<file path="src/rtl/exc_pkg.sv">
// Package: shared constants and types for the exception entry sequencer.
// Assumes a 32-bit register file with fixed coprocessor bit positions.
package exc_pkg;
    localparam int XW = 32;

    // Status bit positions
    localparam int ST_IE  = 0;
    localparam int ST_EXL = 1;
    localparam int ST_ERL = 2;
    localparam int ST_BEV = 22;
    localparam int ST_DEV = 23;

    // Cause delay-slot bit
    localparam int CA_BD = 31;

    // Write port selector
    typedef enum logic [1:0] {
        SEL_STATUS  = 2'd0,
        SEL_CONTEXT = 2'd1,
        SEL_ENTRYHI = 2'd2,
        SEL_EPC     = 2'd3
    } wsel_e;

    // Outcome of vector selection for one request
    typedef struct packed {
        logic          unknown;   // level-2 class not recognised
        logic          hard_rst;  // reset/NMI class
        logic          save_epc;  // EXL was clear: capture EPC and BD
        logic [XW-1:0] target;    // new fetch PC
    } vec_dec_t;
endpackage

</file>
<file path="src/rtl/exc_vector_sel.sv">
// Module: exc_vector_sel
// Purely combinational. Picks the offset and base for an exception request
// from the error level, boot-vector selects, EXL and the code class.
// Assumes the status input is the value before the request takes effect.
module exc_vector_sel
    import exc_pkg::*;
#(
    parameter logic [XW-1:0] BASE_LOW  = 32'h8000_0000,
    parameter logic [XW-1:0] BASE_BOOT = 32'hBFC0_0200,
    parameter logic [XW-1:0] RESET_PC  = 32'hBFC0_0000
) (
    input  logic [XW-1:0] code,
    input  logic [XW-1:0] status,
    output vec_dec_t      dec
);
    localparam logic [XW-1:0] OFF_REFILL = 32'h000;
    localparam logic [XW-1:0] OFF_PERF   = 32'h080;
    localparam logic [XW-1:0] OFF_DEBUG  = 32'h100;
    localparam logic [XW-1:0] OFF_GEN    = 32'h180;
    localparam logic [XW-1:0] OFF_INT    = 32'h200;

    logic [4:0]    exc_field;
    logic [2:0]    cls_field;
    logic [XW-1:0] offset;
    logic          use_low;
    logic          lvl2;

    assign exc_field = code[6:2];
    assign cls_field = code[17:15];
    assign lvl2      = status[ST_ERL];

    // Decide class, raw offset and base select
    always_comb begin
        dec.unknown  = 1'b0;
        dec.hard_rst = 1'b0;
        offset       = OFF_GEN;
        if (!lvl2) begin
            use_low = !status[ST_BEV];
            if (exc_field == 5'd2 || exc_field == 5'd3)
                offset = OFF_REFILL;
            else if (exc_field == 5'd0)
                offset = OFF_INT;
            else
                offset = OFF_GEN;
        end else begin
            use_low = !status[ST_DEV];
            case (cls_field)
                3'd0, 3'd1: dec.hard_rst = 1'b1;
                3'd2:       offset = OFF_PERF;
                3'd3:       offset = OFF_DEBUG;
                default:    dec.unknown = 1'b1;
            endcase
        end
        // Nested exception forces the general offset
        if (status[ST_EXL])
            offset = OFF_GEN;
        dec.save_epc = !status[ST_EXL] && !dec.hard_rst;
        if (dec.hard_rst)
            dec.target = RESET_PC;
        else
            dec.target = (use_low ? BASE_LOW : BASE_BOOT) + offset;
    end
endmodule

</file>
<file path="src/rtl/exc_tlb_fields.sv">
// Module: exc_tlb_fields
// Combinational next values of Context and EntryHi for a TLB miss.
// Assumes a 4 KB page pair layout: VPN2 in EntryHi[31:13].
module exc_tlb_fields
    import exc_pkg::*;
#(
    parameter logic [XW-1:0] CTX_KEEP = 32'hFF80_000F,
    parameter int            CTX_SHR  = 9,
    parameter int            VPN_LSB  = 13
) (
    input  logic [XW-1:0] addr,
    input  logic [XW-1:0] ctx_cur,
    input  logic [XW-1:0] eh_cur,
    output logic [XW-1:0] ctx_nxt,
    output logic [XW-1:0] eh_nxt
);
    localparam logic [XW-1:0] CTX_FILL = ~CTX_KEEP;
    localparam logic [XW-1:0] EH_LOW   = (32'h1 << VPN_LSB) - 32'h1;

    // Merge faulting address bits into the kept fields
    always_comb begin
        ctx_nxt = (ctx_cur & CTX_KEEP) | ((addr >> CTX_SHR) & CTX_FILL);
        eh_nxt  = (addr & ~EH_LOW) | (eh_cur & EH_LOW);
    end
endmodule

</file>
<file path="src/rtl/exc_cp0_regs.sv">
// Module: exc_cp0_regs
// Holds the coprocessor registers touched on exception entry plus the
// fetch PC. Applies a request (priority) or a write port update per clock.
// Assumes dec and TLB next values are computed from the current state.
module exc_cp0_regs
    import exc_pkg::*;
#(
    parameter logic [XW-1:0] RESET_PC     = 32'hBFC0_0000,
    parameter logic [XW-1:0] RESET_STATUS = 32'h7040_0004,
    parameter int            CODE_BITS    = 16
) (
    input  logic          clk,
    input  logic          rst_n,
    input  logic          req_valid,
    input  logic [XW-1:0] req_code,
    input  logic          req_bd,
    input  logic [XW-1:0] req_pc,
    input  logic          req_tlb_miss,
    input  logic [XW-1:0] req_addr,
    input  vec_dec_t      dec,
    input  logic [XW-1:0] ctx_nxt,
    input  logic [XW-1:0] eh_nxt,
    input  logic          wr_en,
    input  logic [1:0]    wr_sel,
    input  logic [XW-1:0] wr_data,
    output logic          redirect_valid,
    output logic          level2_err,
    output logic [XW-1:0] fetch_pc,
    output logic [XW-1:0] cause_q,
    output logic [XW-1:0] epc_q,
    output logic [XW-1:0] status_q,
    output logic [XW-1:0] badvaddr_q,
    output logic [XW-1:0] context_q,
    output logic [XW-1:0] entryhi_q
);
    localparam int MID_BITS = XW - 1 - CODE_BITS;

    logic          take;
    logic          bd_next;
    logic [XW-1:0] cause_next;
    wsel_e         sel;

    assign take = req_valid && !dec.unknown;
    assign sel  = wsel_e'(wr_sel);

    // Build next Cause: new code, cleared middle, BD per EXL rule
    always_comb begin
        bd_next    = dec.save_epc ? req_bd : cause_q[CA_BD];
        cause_next = {bd_next, {MID_BITS{1'b0}}, req_code[CODE_BITS-1:0]};
    end

    // Register state: reset, request commit, or write port
    always_ff @(posedge clk) begin
        if (!rst_n) begin
            fetch_pc   <= RESET_PC;
            status_q   <= RESET_STATUS;
            cause_q    <= '0;
            epc_q      <= '0;
            badvaddr_q <= '0;
            context_q  <= '0;
            entryhi_q  <= '0;
        end else if (take) begin
            fetch_pc <= dec.target;
            cause_q  <= cause_next;
            if (dec.save_epc) begin
                epc_q            <= req_bd ? (req_pc - 32'd4) : req_pc;
                status_q[ST_EXL] <= 1'b1;
            end
            if (req_tlb_miss) begin
                badvaddr_q <= req_addr;
                context_q  <= ctx_nxt;
                entryhi_q  <= eh_nxt;
            end
        end else if (wr_en && !req_valid) begin
            case (sel)
                SEL_STATUS:  status_q  <= wr_data;
                SEL_CONTEXT: context_q <= wr_data;
                SEL_ENTRYHI: entryhi_q <= wr_data;
                SEL_EPC:     epc_q     <= wr_data;
                default:     ;
            endcase
        end
    end

    // One-cycle outcome pulses
    always_ff @(posedge clk) begin
        if (!rst_n) begin
            redirect_valid <= 1'b0;
            level2_err     <= 1'b0;
        end else begin
            redirect_valid <= take;
            level2_err     <= req_valid && dec.unknown;
        end
    end
endmodule

</file>
<file path="src/rtl/exc_entry_unit.sv">
// Module: exc_entry_unit (top)
// Exception entry sequencer: decodes the vector, merges TLB miss fields and
// commits all register updates and the fetch redirect in one clock.
// Assumes req_valid is a single-cycle strobe; a same-cycle write is dropped.
module exc_entry_unit
    import exc_pkg::*;
#(
    parameter logic [31:0] RESET_PC     = 32'hBFC0_0000,
    parameter logic [31:0] RESET_STATUS = 32'h7040_0004,
    parameter logic [31:0] PRID_VAL     = 32'h0000_2E20,
    parameter logic [31:0] CONFIG_VAL   = 32'h0000_0440,
    parameter logic [31:0] BASE_LOW     = 32'h8000_0000,
    parameter logic [31:0] BASE_BOOT    = 32'hBFC0_0200
) (
    input  logic        clk,
    input  logic        rst_n,
    input  logic        req_valid,
    input  logic [31:0] req_code,
    input  logic        req_bd,
    input  logic [31:0] req_pc,
    input  logic        req_tlb_miss,
    input  logic [31:0] req_addr,
    input  logic        wr_en,
    input  logic [1:0]  wr_sel,
    input  logic [31:0] wr_data,
    output logic        redirect_valid,
    output logic        level2_err,
    output logic [31:0] fetch_pc,
    output logic [31:0] cause_o,
    output logic [31:0] epc_o,
    output logic [31:0] status_o,
    output logic [31:0] badvaddr_o,
    output logic [31:0] context_o,
    output logic [31:0] entryhi_o,
    output logic [31:0] prid_o,
    output logic [31:0] config_o
);
    vec_dec_t    dec;
    logic [31:0] ctx_nxt;
    logic [31:0] eh_nxt;

    assign prid_o   = PRID_VAL;
    assign config_o = CONFIG_VAL;

    exc_vector_sel #(
        .BASE_LOW (BASE_LOW),
        .BASE_BOOT(BASE_BOOT),
        .RESET_PC (RESET_PC)
    ) u_vec (
        .code  (req_code),
        .status(status_o),
        .dec   (dec)
    );

    exc_tlb_fields u_tlb (
        .addr   (req_addr),
        .ctx_cur(context_o),
        .eh_cur (entryhi_o),
        .ctx_nxt(ctx_nxt),
        .eh_nxt (eh_nxt)
    );

    exc_cp0_regs #(
        .RESET_PC    (RESET_PC),
        .RESET_STATUS(RESET_STATUS)
    ) u_regs (
        .clk           (clk),
        .rst_n         (rst_n),
        .req_valid     (req_valid),
        .req_code      (req_code),
        .req_bd        (req_bd),
        .req_pc        (req_pc),
        .req_tlb_miss  (req_tlb_miss),
        .req_addr      (req_addr),
        .dec           (dec),
        .ctx_nxt       (ctx_nxt),
        .eh_nxt        (eh_nxt),
        .wr_en         (wr_en),
        .wr_sel        (wr_sel),
        .wr_data       (wr_data),
        .redirect_valid(redirect_valid),
        .level2_err    (level2_err),
        .fetch_pc      (fetch_pc),
        .cause_q       (cause_o),
        .epc_q         (epc_o),
        .status_q      (status_o),
        .badvaddr_q    (badvaddr_o),
        .context_q     (context_o),
        .entryhi_q     (entryhi_o)
    );
endmodule

</file>
<file path="config.mk">
export PLATFORM = sky130hd
export DESIGN_NAME = exc_entry_unit
export DESIGN_NICKNAME = d
export VERILOG_FILES = /design/src/rtl/exc_pkg.sv /design/src/rtl/exc_vector_sel.sv /design/src/rtl/exc_tlb_fields.sv /design/src/rtl/exc_cp0_regs.sv /design/src/rtl/exc_entry_unit.sv
export SDC_FILE = /design/constraint.sdc
export NUM_CORES = 1
export LEC_CHECK = 0
export ABC_AREA = 1
export ABC_CLOCK_PERIOD_IN_PS = 3900
export BUFFER_PORTS_ARGS = -buffer_cell sky130_fd_sc_hd__buf_2
export CAP_MARGIN = 0
export CORE_UTILIZATION = 25
export DETAILED_ROUTE_END_ITERATION = 7
export PLACE_DENSITY = 0.51
export SKIP_CTS_REPAIR_TIMING = 1
export SLEW_MARGIN = 10
export SYNTH_ARGS = -nofsm -noshare
export SYNTH_HDL_FRONTEND = slang
export SYNTH_SLANG_ARGS = --single-unit
</file>
<file path="constraint.sdc">
create_clock -name clk -period 3.9 [get_ports clk]
set_input_delay 0.195 -clock clk [delete_from_list [all_inputs] [get_ports clk]]
set_output_delay 0.195 -clock clk [all_outputs]
set_load 0.03 [all_outputs]
</file>
# After elaboration in Yosys (flattened, before gate mapping)
# Cells that the tools add are included.
[totals]
regBits = 211
in_bits = 136
output_inout_bits = 290
elab_cells = 82
[classes]
n_bitwise = 3
reduce_logical = 28
n_addsub = 2
muxes = 28
eq_ne = 10
[ops]
columns = ["op", "count"]
rows = [
  ["$mux W32", 17],
  ["$add A32 B32 Y32", 1],
  ["$or A32 B13 Y32", 1],
  ["$or A32 B23 Y32", 1],
  ["$sub A32 B3 Y32 const B", 1],
  ["$mux W30", 1],
  ["$pmux W9 S2", 1],
  ["$reduce_and A3 Y1", 5],
  ["$eq A5 B2 Y1 const B", 2],
  ["$mux W10", 1],
  ["$reduce_bool A2 Y1", 5],
  ["$eq A3 B2 Y1 const B", 2],
  ["$logic_not A1 Y1", 6],
  ["$mux W2", 3],
  ["$logic_not A5 Y1", 1],
  ["$mux W1", 5],
  ["$eq A2 B2 Y1 const B", 2],
  ["$logic_and A1 B1 Y1", 4],
  ["$reduce_and A2 Y1", 2],
  ["$reduce_or A4 Y1", 1],
  ["$eq A3 B1 Y1 const B", 1],
  ["$logic_not A3 Y1", 1],
  ["$eq A2 B1 Y1 const B", 1],
  ["$logic_not A2 Y1", 1],
  ["other kinds (5)", 5],
]

# Logic depth before layout (Yosys ltp)
# Gate-level depths: netlist (run 1).
[depth]
word_depth = 8
mapped_depth = 11
mapped_depth_nobuf = 11

# Modules after synthesis
# A second synthesis (run 1) with hierarchy kept.
[unflattened]
cells_unflattened = 1482
hier_area_um2 = 10426.2
[modules_own_cells]
columns = ["module", "n_inst", "seq_area_each_um2", "cells_per_inst", "area_each_um2"]
rows = [
  ["exc_cp0_regs", 1, 4224.1, 1289, 9088.7],
  ["exc_entry_unit", 1, 0.0, 66, 488.0],
  ["exc_tlb_fields", 1, 0.0, 64, 480.5],
  ["exc_vector_sel", 1, 0.0, 63, 369.1],
]

# Least setup slack after synthesis (run 1)
# No wires, ideal clock.
[synth_path]
path_type = "reg2reg"
startpoint = "register u_regs.status_q[2]"
endpoint = "register u_regs.context_q[24]"
slack_ns = 2.293
path_buffers = 2
required_time_ns = 3.780
period_less_slack_ns = 1.607
path_stages_with_launch = 10
arrival_ns = 1.487
setup_time_ns = 0.120
path_cell_list = "dfxtp_1 nand2_2 nand2_4 buf_8 o21ai_2 nand2_1 inv_1 buf_4 o21ai_0 a21oi_1"
[synth_via]
elab_chain_len = 5
elab_cells_between_ends = 8
classes_between = "eq/ne: 1; mux: 2; reduce/logical: 5"
[synth_rtl]
columns = ["element", "line_no", "source"]
rows = [
  ["from (decl)", "exc_cp0_regs.sv:31", "output logic [XW-1:0] status_q,"],
  ["from (signal assigned)", "exc_cp0_regs.sv:76", "SEL_STATUS: status_q <= wr_data;"],
  ["$mux W2 *", "exc_vector_sel.sv:37", "if (!lvl2) begin"],
  ["$logic_not A1 Y1 *", "exc_cp0_regs.sv:43", "assign take = req_valid && !dec.unknown;"],
  ["$logic_and A1 B1 Y1 *", "exc_cp0_regs.sv:43", ""],
  ["$ne A2 B2 Y1 (no source line) or $reduce_bool A2 Y1 (tied branches)", "n/a", ""],
  ["$reduce_and A3 Y1 (no source line)", "n/a", ""],
  ["to (signal assigned)", "exc_cp0_regs.sv:71", "context_q <= ctx_nxt;"],
  ["to (signal assigned)", "exc_cp0_regs.sv:77", "SEL_CONTEXT: context_q <= wr_data;"],
  ["to (decl)", "exc_cp0_regs.sv:33", "output logic [XW-1:0] context_q,"],
]
# Every way passes the cells marked *; elsewhere a longest branch is shown, timed or not.
# A chain may end at the register's enable or synchronous reset.

# Final worst setup path (run 1)
[layout_path]
startpoint = "register u_regs.status_q[2]"
endpoint = "register u_regs.entryhi_q[22]"
[layout_via]
elab_chain_len = 5
elab_cells_between_ends = 8
classes_between = "eq/ne: 1; mux: 2; reduce/logical: 5"
[layout_rtl]
columns = ["element", "line_no", "source"]
rows = [
  ["$mux W2 *", "exc_vector_sel.sv:37", ""],
  ["$logic_not A1 Y1 *", "exc_cp0_regs.sv:43", ""],
  ["$logic_and A1 B1 Y1 *", "exc_cp0_regs.sv:43", ""],
  ["$ne A2 B2 Y1 (no source line) or $reduce_bool A2 Y1 (tied branches)", "n/a", ""],
  ["$reduce_and A3 Y1 (no source line)", "n/a", ""],
  ["to (signal assigned)", "exc_cp0_regs.sv:72", "entryhi_q <= eh_nxt;"],
  ["to (signal assigned)", "exc_cp0_regs.sv:78", "SEL_ENTRYHI: entryhi_q <= wr_data;"],
  ["to (decl)", "exc_cp0_regs.sv:34", "output logic [XW-1:0] entryhi_q"],
]
# Marked as above.

==> results of run 1 <==
power by group:
group          total, W  internal [W]  switching (W)
Sequential      0.00204       0.00199      0.0000564
Clock           0.00174      0.000924       0.000821
Combinational  0.000986      0.000237       0.000749
layer usage:
layer | vias up | wire (microns) | part of all wire [%] | track usage (%)
met5 | - | 0 | 0 | 0
met4 | 0 | 507 | 1.6 | 4.963
met3 | 25 | 1791 | 5.5 | 3.930
met2 | 288 | 14800 | 46 | 27.68
met1 | 3884 | 15180 | 47 | 24.07
li1 | 4297 | - | - | -
cells by family after synthesis:
logic type,Yosys count
and+or+nand+nor,421
AOI/OAI and AO/OA,334
buffers and inverters,269
DFF,184
adders and majority gates,2
other,2
worst max-delay path: cells and delay by family, from the launching register on:
family                 cells  cell delay (ps)
and+or+nand+nor            4             1210
AOI/OAI and AO/OA          2              550
DFF                        1              460
buffers and inverters      2              450
cell usage after synthesis, types with 2 or more instances:
cell type | number | area share [%]
nand3_1 | 76 | 4.3
nor3_1 | 3 | 0.17
clkbuf_1 | 28 | 1.2
ha_1 | 2 | 0.28
o21ai_0 | 127 | 7.2
inv_2 | 6 | 0.26
nor2_1 | 127 | 5.4
buf_6 | 9 | 1.2
a31oi_1 | 20 | 1.4
o21bai_1 | 3 | 0.26
a21oi_1 | 147 | 8.4
o211ai_1 | 4 | 0.34
buf_2 | 17 | 0.97
nand3b_1 | 2 | 0.17
nand2_2 | 5 | 0.36
dfxtp_1 | 184 | 42
conb_1 | 2 | 0.085
o21ai_2 | 2 | 0.20
nand4_1 | 7 | 0.50
buf_1 | 5 | 0.21
nand2_1 | 187 | 8.0
nor3_4 | 2 | 0.37
o21ai_1 | 28 | 1.6
buf_4 | 114 | 9.7
nand2_4 | 3 | 0.38
nor2_2 | 6 | 0.43
inv_1 | 87 | 3.7
cells in the final DEF (no fill, tap or decap), types with 6 or more instances in the layout:
cell       instances
conb_1            99
nor2_1           127
buf_4             12
a21oi_1          147
clkbuf_16         17
a31oi_1           20
o21ai_1           28
dfxtp_1          184
nand4_1            7
nand2_1          187
nand3_1           76
buf_2            311
o21ai_0          127
inv_1             87
nor2_2             6
metrics by stage:
stage	area, sq um	cells	power, W	setup slack [ps]	utilization (%)
after floorplan	9153	1309	0.002842	2293	-
after global placement	10180	1912	0.003074	1117	29.48
after detailed placement	10180	1912	0.003079	1024	29.48
after CTS	10760	1942	0.004840	996.8	31.14
after global routing	10790	1945	0.005003	658.6	31.23
final	10790	1945	0.004775	1024	31.23
state kept, by name, indices dropped and copies added, names as in the netlist:
signal and cells:
u_regs.context_q 32, u_regs.badvaddr_q 32, u_regs.level2_err 1, u_regs.redirect_valid 1
u_regs.status_q 32, u_regs.epc_q 32, u_regs.cause_q 17, u_regs.entryhi_q 32
u_regs.fetch_pc 5
final cells by class:
class,instances,area (sq um),share of cell area [%]
multi-input cells,856,3928,36.41
flip-flops and latches,184,3684,34.15
repair buffers,326,1677,15.54
well taps,455,569.3,5.277
clock buffers,20,456.7,4.233
inverters,94,356.6,3.306
clock inverters,10,117.6,1.090
worst paths after layout:
path	to	depth (start not counted)	slack, ps	from
max	u_regs.entryhi_q[22]	8	1020	u_regs.status_q[2]
min	u_regs.cause_q[12]	3	-0.004	req_code[12]
max reg2reg	u_regs.entryhi_q[22]	8	1020	u_regs.status_q[2]
min reg2reg	u_regs.context_q[6]	2	450	u_regs.context_q[6]
==> out/results.ini, run 1 <==
[timing]
tightest_slew_ps = 1103
period_minus_slack_ps = 2876
max_freq_mhz = 347.8
drv_slew = 0
rsz0062_at_grt = false
clock-skew-final_ps = 9.483
hold_viol = 1
setup_viol = 0
hold_ws_ps = -0.004441
finalCritPeriodShare_pct = 73.73
relSlewSlack_pct = 26.26
setup-tns-final_ps = 0

[clock_tree]
clock_latency_ps = 450
h-tree-depth = 4
cts_root_buffer = clkbuf_16
cts_made_buffers = 17
clkSinkCount = 184
cts.path.max_buffers = 2
cts.clk_slew.worst_paths_ps = 70
cts_tree = done

[power_and_ir_drop]
powerDensity_mw_per_mm2 = 442.7
ir_drop_mv = 0.3155
leakagePower_nw = 5.225

[logic_synthesis]
synth-simple-area-share_pct = 20.43
synthAdderAreaFrac_pct = 0.2847
synth_compound_area_share_pct = 19.75
synth_flop_cell = dfxtp_1
synth_xor_xnor_area_share_pct = 0
ys_ff_latch = 184
synthArstFlopShare_pct = 0
synth.area.mux_share_pct = 0
syn_area_sq_mm = 0.008788
synth_warnings = 0
synth_cells = 1212
synth_top_family_by_area = simple AND/OR/NAND/NOR gates
syn_area_per_cell_sq_um = 7.251
synth-edff-count = 0
synth_cell_type_count = 36
seq_area_frac_synth_pct = 41.91

[global_route]
grt_pass1_vias = 7578
gr-total-overflow = 0
grt_max_degree = 65
grt_use_total_pct = 17.64
grt_pass1_wl_microns = 47000
grt_antenna_before_repair = 0

[final_layout]
fillers = 3847
antennaDiodeCount = 0
final_nets = 1617
drive_above_1_share_pct = 25.64
area_growth_pct = 22.75

[route]
vias = 8494
viasPerCell = 4.367
drc = 0
drt-initial-drc-count = 357
drt_first_pass_iters = 5
wire_per_inst_microns = 16.60
finalWirelength_microns = 32280
ant_nets = 0

[floorplan]
chipHeight_microns = 189.5
ioPinCount = 426
die_area_sq_mm = 0.03591
num_rows = 68
start_util_pct = 25.44
die_w_microns = 189.5
fp.coreArea_sq_mm = 0.03454

[min_path]
worstHoldPathType = in2reg

[critical_path]
cp_max_fo = 38
path_common_cell = nand2_2
start_kind = flop
crit_arrival_ps = 3160
required_ps = 4180
crit_chain = nand2_2, nand2_4, clkinv_2, nand2_2, buf_4, nand2_1, o21ai_0, a31oi_1
cp_slowest_cell = nand2_1
critPathMaxStageDelay_ps = 720
crit_type = reg2reg
cp-end-kind = flop

[status]
violations = negative hold slack
status = finished, violations left

[placement]
gp_congestion = 0.8345
numPortBuffers = 312
hpwlAfterDp_microns = 24480

[job]
cap_violations = 0

No activity file was read; power rests on OpenSTA's default activity.
==> run 2: changes to the inputs <==
Settings changed: ABC_CLOCK_PERIOD_IN_PS 3900 to 2900.
Clock period 3.9 ns to 2.9 ns, I/O delays scaled along.
==> out/results.ini, run 2 (synthesis gave the netlist of run 1 again) <==
[status]
status = finished, violations left
violations = negative hold slack

[final_layout]
drive_above_1_share_pct = 25.47  ; -0.17 points
final_nets = 1668  ; +3.2%
regArea_sq_mm = 0.003684  ; unchanged
design_area_sq_mm = 0.01135  ; +5.2%
multiInputGateArea_sq_mm = 0.003928  ; unchanged
area_growth_pct = 29.17
layout_commonest_cell = buf_2
final_cell_mix = buf_2, nand2_1, dfxtp_1, a21oi_1
fillers = 3863  ; +0.42%

[global_route]
gr-total-overflow = 0  ; unchanged
grt_antenna_before_repair = 0  ; unchanged
grt_max_degree = 102  ; +57%
grt_pass1_wl_microns = 47800  ; +1.7%
grt_use_total_pct = 17.81  ; +0.17 points
grt_pass1_vias = 7773  ; +2.6%

[timing]
finalCritPeriodShare_pct = 76.63  ; +2.9 points
setup_viol = 0  ; unchanged
relSlewSlack_pct = 38.21  ; +12 points
rsz0062_at_grt = false
drv_slew = 0  ; unchanged
hold_viol = 9  ; +8
max_freq_mhz = 450.0  ; +29%
setup-tns-final_ps = 0  ; unchanged
tightest_slew_ps = 926.8  ; -176.6 ps
clock-skew-final_ps = 8.501  ; -0.9818 ps
period_minus_slack_ps = 2222  ; -653.2 ps
hold_ws_ps = -33.03  ; -33.03 ps

[clock_tree]
clkSinkCount = 184  ; unchanged
cts_tree = done
cts.path.max_buffers = 2  ; unchanged
cts.clk_slew.worst_paths_ps = 80  ; about the same
clock_latency_ps = 460  ; about the same
h-tree-depth = 4  ; unchanged
cts_made_buffers = 17  ; unchanged
cts_root_buffer = clkbuf_16

[placement]
placed_area_sq_mm = 0.01026  ; +0.71%
numPortBuffers = 312  ; unchanged
hpwlAfterDp_microns = 24810  ; +1.4%
gp_congestion = 0.8149  ; -2.3%

[route]
drt_first_pass_iters = 5  ; unchanged
ant_nets = 0  ; unchanged
wire_per_inst_microns = 16.44  ; -0.92%
drt-initial-drc-count = 427  ; +20%
drc = 0  ; unchanged
vias = 8785  ; +3.4%
finalWirelength_microns = 32890  ; +1.9%
viasPerCell = 4.393  ; +0.58%

[power_and_ir_drop]
power.share.switching_pct = 33.67  ; -0.38 points
p_comb_share_pct = 20.8  ; +0.2 points
clkPwrFrac_pct = 38.1  ; +1.6 points
powerDensity_mw_per_mm2 = 589.1  ; +33%
switchingPower_w = 0.002252  ; +38%
internal-power_w = 0.004436  ; +41%
seq_power_share_pct = 41.1  ; -1.7 points
leakagePower_nw = 5.478  ; +4.9%
ir_drop_mv = 0.4227  ; +34%

[critical_path]
required_ps = 3230  ; -950 ps
crit_type = reg2reg
crit_arrival_ps = 2550  ; -610 ps
cp-end-kind = flop
start_kind = flop
cp_max_fo = 34  ; -11%

[job]
cap_violations = 0  ; unchanged

[floorplan]
start_util_pct = 25.44  ; unchanged
num_rows = 68  ; unchanged
ioPinCount = 426  ; unchanged
fp.coreArea_sq_mm = 0.03454  ; unchanged
chipHeight_microns = 189.5  ; unchanged
die_w_microns = 189.5  ; unchanged
die_area_sq_mm = 0.03591  ; unchanged

[min_path]
worstHoldPathType = in2reg

==> run 2: cell types whose count changed in the layout (fill, tap and decap cells not counted), sizes merged <==
cell | previous run | this run
inv | 95 | 101
bufinv | 1 | 3
dlygate4sd3 | 3 | 46
diode | 0 | 2
clkinv | 7 | 4
clkbuf | 20 | 17
buf | 323 | 331
==> run 2: worst paths after layout <==
check	startpoint	end	slack (ps)	cells past startpoint
max	u_regs.status_q[2]	u_regs.epc_q[6]	680	10
min	wr_data[9]	u_regs.status_q[9]	-30	3
max reg2reg	u_regs.status_q[2]	u_regs.epc_q[6]	680	10
min reg2reg	u_regs.context_q[14]	u_regs.context_q[14]	440	2
==> run 2: metrics by stage <==
step | hold slack [ps] | instances | power, W | utilization, % | worst slack, ps
global route | 2.951 | 1998 | 0.006999 | 32.85 | 411.0
CTS | -83.97 | 1952 | 0.006727 | 31.52 | 630.9
finish | -33.03 | 2000 | 0.006688 | 32.86 | 677.6
global placement | 389.7 | 1920 | 0.004145 | 29.69 | 676.6
floorplan | 258.2 | 1309 | 0.003822 | - | 1293
detailed placement | 405.5 | 1920 | 0.004154 | 29.69 | 652.6
==> run 2: cell type report <==
class | instances | share of cell area, %
Timing Repair Buffer | 377 | 19.20
Sequential cell | 184 | 32.45
Clock inverter | 15 | 1.808
Inverter | 94 | 3.141
Multi-Input combinational cell | 856 | 34.60
Antenna cell | 2 | 0.04409
Clock buffer | 17 | 3.747
Tap cell | 455 | 5.015
==> run 2: power by group through the flow <==
stage	Combinational [W]	Sequential (W)	Clock [W]
after global placement	0.00134	0.00281	0
after global routing	0.00150	0.00277	0.00273
after floorplan	0.000729	0.00309	0
final	0.00139	0.00275	0.00255
after detailed placement	0.00135	0.00281	0
after CTS	0.00135	0.00275	0.00263
==> run 2: critical path, stage by stage (launching register included) <==
cell and delay (ps):
dfxtp_1 470, nand2_2 120, nand2_4 80, buf_4 310, nor2_4 110, nand2_2 90, nand2_2 60, nand2_4 310
inv_4 250, o21ai_0 220, a21oi_1 60
==> run 2: per-layer routing <==
layer / vias to the layer above / global-route usage, % / part of all wire, % / wire length, microns
met3: 30 / 3.707 / 6.0 / 1964
li1: 4413 / - / - / -
met5: - / 0 / 0 / 0
met2: 320 / 28.06 / 46 / 14990
met4: 0 / 5.397 / 1.7 / 543
met1: 4022 / 24.23 / 47 / 15390
